**src/rtl/wgd_pkg.sv**
```systemverilog
package wgd_pkg;
  typedef enum logic {SCAN_IDLE, SCAN_RUN} scan_st_e;
  localparam int NDIM = 3;
endpackage

```
**src/rtl/wgd_id_walker.sv**
```systemverilog
module wgd_id_walker
  import wgd_pkg::*;
#(
  parameter int DIM_W = 8,
  parameter int GID_W = 16
) (
  input  logic                        clk,
  input  logic                        rst,
  input  logic                        load,
  input  logic [NDIM-1:0][DIM_W-1:0]  grid_in,
  input  logic [NDIM-1:0][DIM_W-1:0]  size_in,
  input  logic                        step,
  output logic [NDIM-1:0][DIM_W-1:0]  id,
  output logic [GID_W-1:0]            flat,
  output logic                        pending,
  output logic                        exhaust
);
  localparam int PW = 2 * DIM_W;

  logic [NDIM-1:0][DIM_W-1:0] grid_q, size_q, id_q, nxt;
  logic [NDIM-1:0][PW-1:0]    prod;
  logic [NDIM:0]              carry;
  logic [GID_W-1:0]           flat_q;
  logic                       pend_q;

  assign carry[0] = step;

  for (genvar d = 0; d < NDIM; d++) begin : g_dim
    assign nxt[d]      = id_q[d] + 1'b1;
    assign prod[d]     = {{DIM_W{1'b0}}, nxt[d]} * {{DIM_W{1'b0}}, size_q[d]};
    assign carry[d+1]  = carry[d] && (prod[d] >= {{DIM_W{1'b0}}, grid_q[d]});
  end

  always_ff @(posedge clk) begin
    if (rst) begin
      grid_q <= '0;
      size_q <= '0;
      id_q   <= '0;
      flat_q <= '0;
      pend_q <= 1'b0;
    end else if (load) begin
      grid_q <= grid_in;
      size_q <= size_in;
      id_q   <= '0;
      flat_q <= '0;
      pend_q <= 1'b1;
    end else if (step) begin
      for (int d = 0; d < NDIM; d++) begin
        if (carry[d]) id_q[d] <= carry[d+1] ? '0 : nxt[d];
      end
      flat_q <= flat_q + 1'b1;
      if (carry[NDIM]) pend_q <= 1'b0;
    end
  end

  assign id      = id_q;
  assign flat    = flat_q;
  assign pending = pend_q;
  assign exhaust = carry[NDIM];
endmodule

```
**src/rtl/wgd_rr_scan.sv**
```systemverilog
module wgd_rr_scan
  import wgd_pkg::*;
#(
  parameter int N_UNITS = 4
) (
  input  logic               clk,
  input  logic               rst,
  input  logic               go,
  input  logic [N_UNITS-1:0] ready,
  input  logic               pending,
  input  logic               exhaust,
  output logic               place,
  output logic [(N_UNITS > 1 ? $clog2(N_UNITS) : 1)-1:0] unit,
  output logic               scanning,
  output logic               finish,
  output logic               any_hit
);
  localparam int PTR_W = (N_UNITS > 1) ? $clog2(N_UNITS) : 1;
  localparam logic [PTR_W-1:0] LAST = PTR_W'(N_UNITS - 1);

  scan_st_e         st_q;
  logic [PTR_W-1:0] ptr_q, cnt_q;
  logic             any_q;

  assign scanning = (st_q == SCAN_RUN);
  assign place    = scanning && pending && ready[ptr_q];
  assign finish   = scanning && ((cnt_q == LAST) || exhaust);
  assign unit     = ptr_q;
  assign any_hit  = any_q || place;

  always_ff @(posedge clk) begin
    if (rst) begin
      st_q  <= SCAN_IDLE;
      ptr_q <= '0;
      cnt_q <= '0;
      any_q <= 1'b0;
    end else if (!scanning) begin
      if (go) begin
        st_q  <= SCAN_RUN;
        cnt_q <= '0;
        any_q <= 1'b0;
      end
    end else begin
      ptr_q <= (ptr_q == LAST) ? '0 : ptr_q + 1'b1;
      cnt_q <= cnt_q + 1'b1;
      if (place) any_q <= 1'b1;
      if (finish) st_q <= SCAN_IDLE;
    end
  end
endmodule

```
**src/rtl/wg_dispatch_rr.sv**
```systemverilog
module wg_dispatch_rr
  import wgd_pkg::*;
#(
  parameter int N_UNITS = 4,
  parameter int DIM_W   = 8,
  parameter int GID_W   = 16
) (
  input  logic               clk,
  input  logic               rst,
  input  logic               kernel_load,
  input  logic [DIM_W-1:0]   grid_x,
  input  logic [DIM_W-1:0]   grid_y,
  input  logic [DIM_W-1:0]   grid_z,
  input  logic [DIM_W-1:0]   size_x,
  input  logic [DIM_W-1:0]   size_y,
  input  logic [DIM_W-1:0]   size_z,
  input  logic               pass_req,
  input  logic [N_UNITS-1:0] unit_ready,
  output logic [N_UNITS-1:0] unit_start,
  output logic [DIM_W-1:0]   wg_x,
  output logic [DIM_W-1:0]   wg_y,
  output logic [DIM_W-1:0]   wg_z,
  output logic [GID_W-1:0]   wg_flat,
  output logic               pass_done,
  output logic               pass_hit,
  output logic               busy,
  output logic               work_left
);
  localparam int PTR_W = (N_UNITS > 1) ? $clog2(N_UNITS) : 1;

  logic                       scanning, place, finish, any_hit, pending, exhaust;
  logic [PTR_W-1:0]           unit;
  logic [NDIM-1:0][DIM_W-1:0] id;
  logic [GID_W-1:0]           flat;
  logic [N_UNITS-1:0]         start_nxt;

  wgd_rr_scan #(.N_UNITS(N_UNITS)) u_scan (
    .clk(clk), .rst(rst), .go(pass_req), .ready(unit_ready),
    .pending(pending), .exhaust(exhaust), .place(place), .unit(unit),
    .scanning(scanning), .finish(finish), .any_hit(any_hit)
  );

  wgd_id_walker #(.DIM_W(DIM_W), .GID_W(GID_W)) u_walk (
    .clk(clk), .rst(rst), .load(kernel_load && !scanning),
    .grid_in({grid_z, grid_y, grid_x}), .size_in({size_z, size_y, size_x}),
    .step(place), .id(id), .flat(flat), .pending(pending), .exhaust(exhaust)
  );

  for (genvar u = 0; u < N_UNITS; u++) begin : g_start
    assign start_nxt[u] = place && (unit == PTR_W'(u));
  end

  always_ff @(posedge clk) begin
    if (rst) begin
      unit_start <= '0;
      wg_x       <= '0;
      wg_y       <= '0;
      wg_z       <= '0;
      wg_flat    <= '0;
      pass_done  <= 1'b0;
      pass_hit   <= 1'b0;
    end else begin
      unit_start <= start_nxt;
      pass_done  <= finish;
      if (finish) pass_hit <= any_hit;
      if (place) begin
        wg_x    <= id[0];
        wg_y    <= id[1];
        wg_z    <= id[2];
        wg_flat <= flat;
      end
    end
  end

  assign busy      = scanning;
  assign work_left = pending;
endmodule

```
**config.mk**
```make
export PLATFORM = sky130hd
export DESIGN_NAME = wg_dispatch_rr
export DESIGN_NICKNAME = d
export VERILOG_FILES = /design/src/rtl/wgd_pkg.sv /design/src/rtl/wgd_id_walker.sv /design/src/rtl/wgd_rr_scan.sv /design/src/rtl/wg_dispatch_rr.sv
export SDC_FILE = /design/constraint.sdc
export NUM_CORES = 1
export LEC_CHECK = 0
export ABC_AREA = 1
export BUFFER_PORTS_ARGS = -buffer_cell sky130_fd_sc_hd__buf_2
export CORE_MARGIN = 4
export CORE_UTILIZATION = 50
export CTS_CLUSTER_SIZE = 8
export DETAILED_ROUTE_END_ITERATION = 7
export GPL_TIMING_DRIVEN = 0
export PLACE_DENSITY = 0.67
export SYNTH_ARGS = -nofsm -noshare
export SYNTH_HDL_FRONTEND = slang
export SYNTH_HIERARCHICAL = 1
export SYNTH_SLANG_ARGS = --single-unit
```
**constraint.sdc**
```tcl
create_clock -name clk -period 6.8 [get_ports clk]
set_input_delay 1.7 -clock clk [delete_from_list [all_inputs] [get_ports clk]]
set_output_delay 1.7 -clock clk [all_outputs]
set_load 0.01 [all_outputs]
```
==> qor.txt <==
status -> finished clean
max-slew violations -> 0
top post-synthesis cells by area -> dfxtp_1 22%, fa_1 17%, ha_1 13%
final setup violation count -> 0
vias in the first global route -> 11300
GRT Overall Usage -> 0.232
initial core utilization -> 0.512
clk sinks -> 141
FF+latch area -> 2820 um2
clk_skew -> 0.0212 ns
mean routed wirelength per cell -> 13.9 um
cell-internal power -> 1470 uW
TNS Setup -> 0 ns
Post-Synthesis Cells -> 1857
Pre-antenna DRT Iters -> 5
CP peak stage delay -> 0.54 ns
synth warn -> 6
post-route setup slack -> 0.485 ns
area post-placement -> 13900 um2
Post-Synthesis Net Count -> 2159
switch share -> 0.319
slowest cell on the critical path -> fa_1
WP data required -> 7.13 ns
nature of the critical path endpoint -> register
Synth Cell Area -> 13000 um2
Syn Area/Cell -> 7.00 um2
dpl cells -> 2290
Die Area -> 28600 um2
sw power -> 687 uW
Synth top area share -> 0.217
Crit path top cell by count -> nand2_1
final hold viol count -> 0
setup bufs post-CTS -> 0
number of synthesized register bits -> 141
Fmax -> 158 MHz
Layout area overhead -> 11.7%
startpoint types -> register
total number of vias -> 11700
peak supply drop -> 0.134 mV
DIE HEIGHT -> 169 um
Worst Max-Slew Pin Slew -> 0.852 ns
area leader, netlist -> dfxtp_1
antenna violations before repair -> 0
post-layout util -> 0.572
Antenna Cells -> 0
Worst Setup Path Type -> register to register
count leader, synth -> nand2_1
clock power share -> 0.437
final std cells w/o fill -> 2322
DRT iter0 DRCs -> 630
Worst-path clk slew -> 0.07 ns
Tmin final -> 6.31 ns
Fillers -> 2518
H-tree depth -> 4
num rows -> 58
ys async rst share -> 0
Detail Placement HPWL -> 26400 um
Clock Tree Buf Depth -> 2
Via density -> 5.03
Post-CTS Hold Buffers -> 0
P_leak -> 0.00770 uW
Pwr Density -> 148 nW/um2
fin area -> 14500 um2
gr ovfl total -> 0
Gate power share -> 0.151
Period Utilization, post-route -> 0.929
Distinct cells, synth -> 41
Die W -> 169 um
layout cells sized above 1 -> 0.0934
nets -> 2281
global-route wire length before repair -> 54300 um
slew margin rel. -> 0.432
pin count of the biggest net entering global routing -> 18
CP Buf/Inv Count -> 7
max-cap violation count -> 0
Flop pwr share -> 0.412
root buf cell -> clkbuf_16
Worst Hold Class -> register to register
CTS tree -> yes
Worst Path Max Fanout -> 10
DRC viols -> 0
Critical Path AT -> 6.65 ns
Port Buf Inserts -> 103
RSZ-0062 raised after global routing -> false
drt total wl -> 32400 um
total CTS buffers -> 17
CP top delay family -> adder cells
Routability Congestion -> 0.901
io pins -> 104
pre-CTS WS -> 0.462 ns
Clk Latency, worst-skew pair -> 0.44 ns
Synth top cells by count -> 405 x nand2_1, 382 x inv_1, 302 x nor2_1
register area share after synthesis -> 0.217
Core Box Area -> 25400 um2
antenna viol nets, final -> 0
Post-synth top flop -> dfxtp_1
number of synthesized flops with an enable pin -> 0
area of the multi-input gates -> 8480 um2
==> cell type report <==
cell class | count | area share
plain buffers | 39 | 0.0159
clock buffers | 17 | 0.0293
clock inverters | 15 | 0.0116
inverters | 388 | 0.100
multi-input cells | 1289 | 0.584
flip-flops and latches | 141 | 0.194
well taps | 330 | 0.0284
repair buffers | 103 | 0.0355
==> state kept, by name, indices dropped and copies added (netlist names), 2 cells and up <==
register / count
wg_z: 8
wg_x: 8
u_walk/grid_q: 24
wg_flat: 16
u_walk/size_q: 24
u_walk/id: 24
u_walk/flat: 16
u_scan/unit: 2
wg_y: 8
u_scan/cnt_q: 2
unit_start: 4
==> cells in the final DEF, fill, tap and decap left out, types with 4 or more instances in the layout <==
master / instances
inv_1: 382
xor2_1: 20
inv_8: 4
dfxtp_1: 141
or2_2: 6
clkbuf_16: 17
a31oi_1: 4
nand3_1: 59
buf_6: 10
a21oi_1: 103
nor2_1: 302
nand2_1: 405
clkbuf_1: 22
buf_2: 109
o21ai_0: 66
nand4_1: 20
o21bai_1: 4
nor3_1: 9
nand3_2: 6
fa_1: 108
ha_1: 138
inv_6: 4
nor2_2: 4
nand3b_1: 4
clkinv_8: 4
==> metrics by stage <==
stage                     hold WS [ns]  total power, uW
after detailed placement         0.457             1230
after CTS                        0.468             2170
final                            0.468             2150
after global routing             0.479             2260
after floorplan                  0.437             1110
after global placement           0.452             1220
==> logic make-up (layout without fill, tap and decap cells) <==
family / count (synthesis) / after routing / share of synthesized area
DFF: 141 / 141 / 0.217
adders and majority gates: 246 / 246 / 0.299
xor gates and xnor gates: 22 / 22 / 0.0148
buffers and inverters: 427 / 562 / 0.130
AOI/OAI and AO/OA: 190 / 190 / 0.0771
and+or+nand+nor: 831 / 831 / 0.262
==> power by group through the flow <==
stage | clock (uW) | sequential (uW) | combinational (uW)
6_report | 942 | 887 | 325
5_1_grt | 1000 | 890 | 371
4_1_cts | 957 | 886 | 326
3_5_place_dp | 0 | 905 | 324
3_3_place_gp | 0 | 904 | 318
2_1_floorplan | 0 | 902 | 211
==> metal layers <==
layer | vias to the layer above | global-route usage | routed length (um)
li1 | 5912 | - | -
met1 | 5432 | 0.314 | 15000
met5 | - | 0 | 0
met2 | 281 | 0.385 | 14900
met3 | 45 | 0.0377 | 1780
met4 | 0 | 0.0672 | 730
==> worst register-to-register path: cells and delay by family, from the launching register on <==
kind,cells,cell delay [ns]
AO/OA/AOI/OAI,2,0.29
XOR/XNOR,1,0.20
adder cells (fa/ha/maj),6,2.67
buffers and inverters,7,0.74
flip-flops,1,0.36
AND/OR/NAND/NOR,17,1.96
==> timing repair <==
item | CTS | global route
endpoints found under the hold margin | 0 | 0
endpoints found under the setup margin | 0 | 3
resized for setup | 0 | 2
==> worst paths after layout <==
| path | start | endpoint | slack [ns] | cells after the start |
|---|---|---|---|---|
| hold / removal | wg_flat[5] | wg_flat[5] | 0.47 | 2 |
| setup reg to reg | u_walk/id[0] | pass_hit | 0.49 | 33 |
| setup / recovery | u_walk/id[0] | pass_hit | 0.49 | 33 |
| hold reg to reg | wg_flat[5] | wg_flat[5] | 0.47 | 2 |
Power figures use the tool's default switching activity.
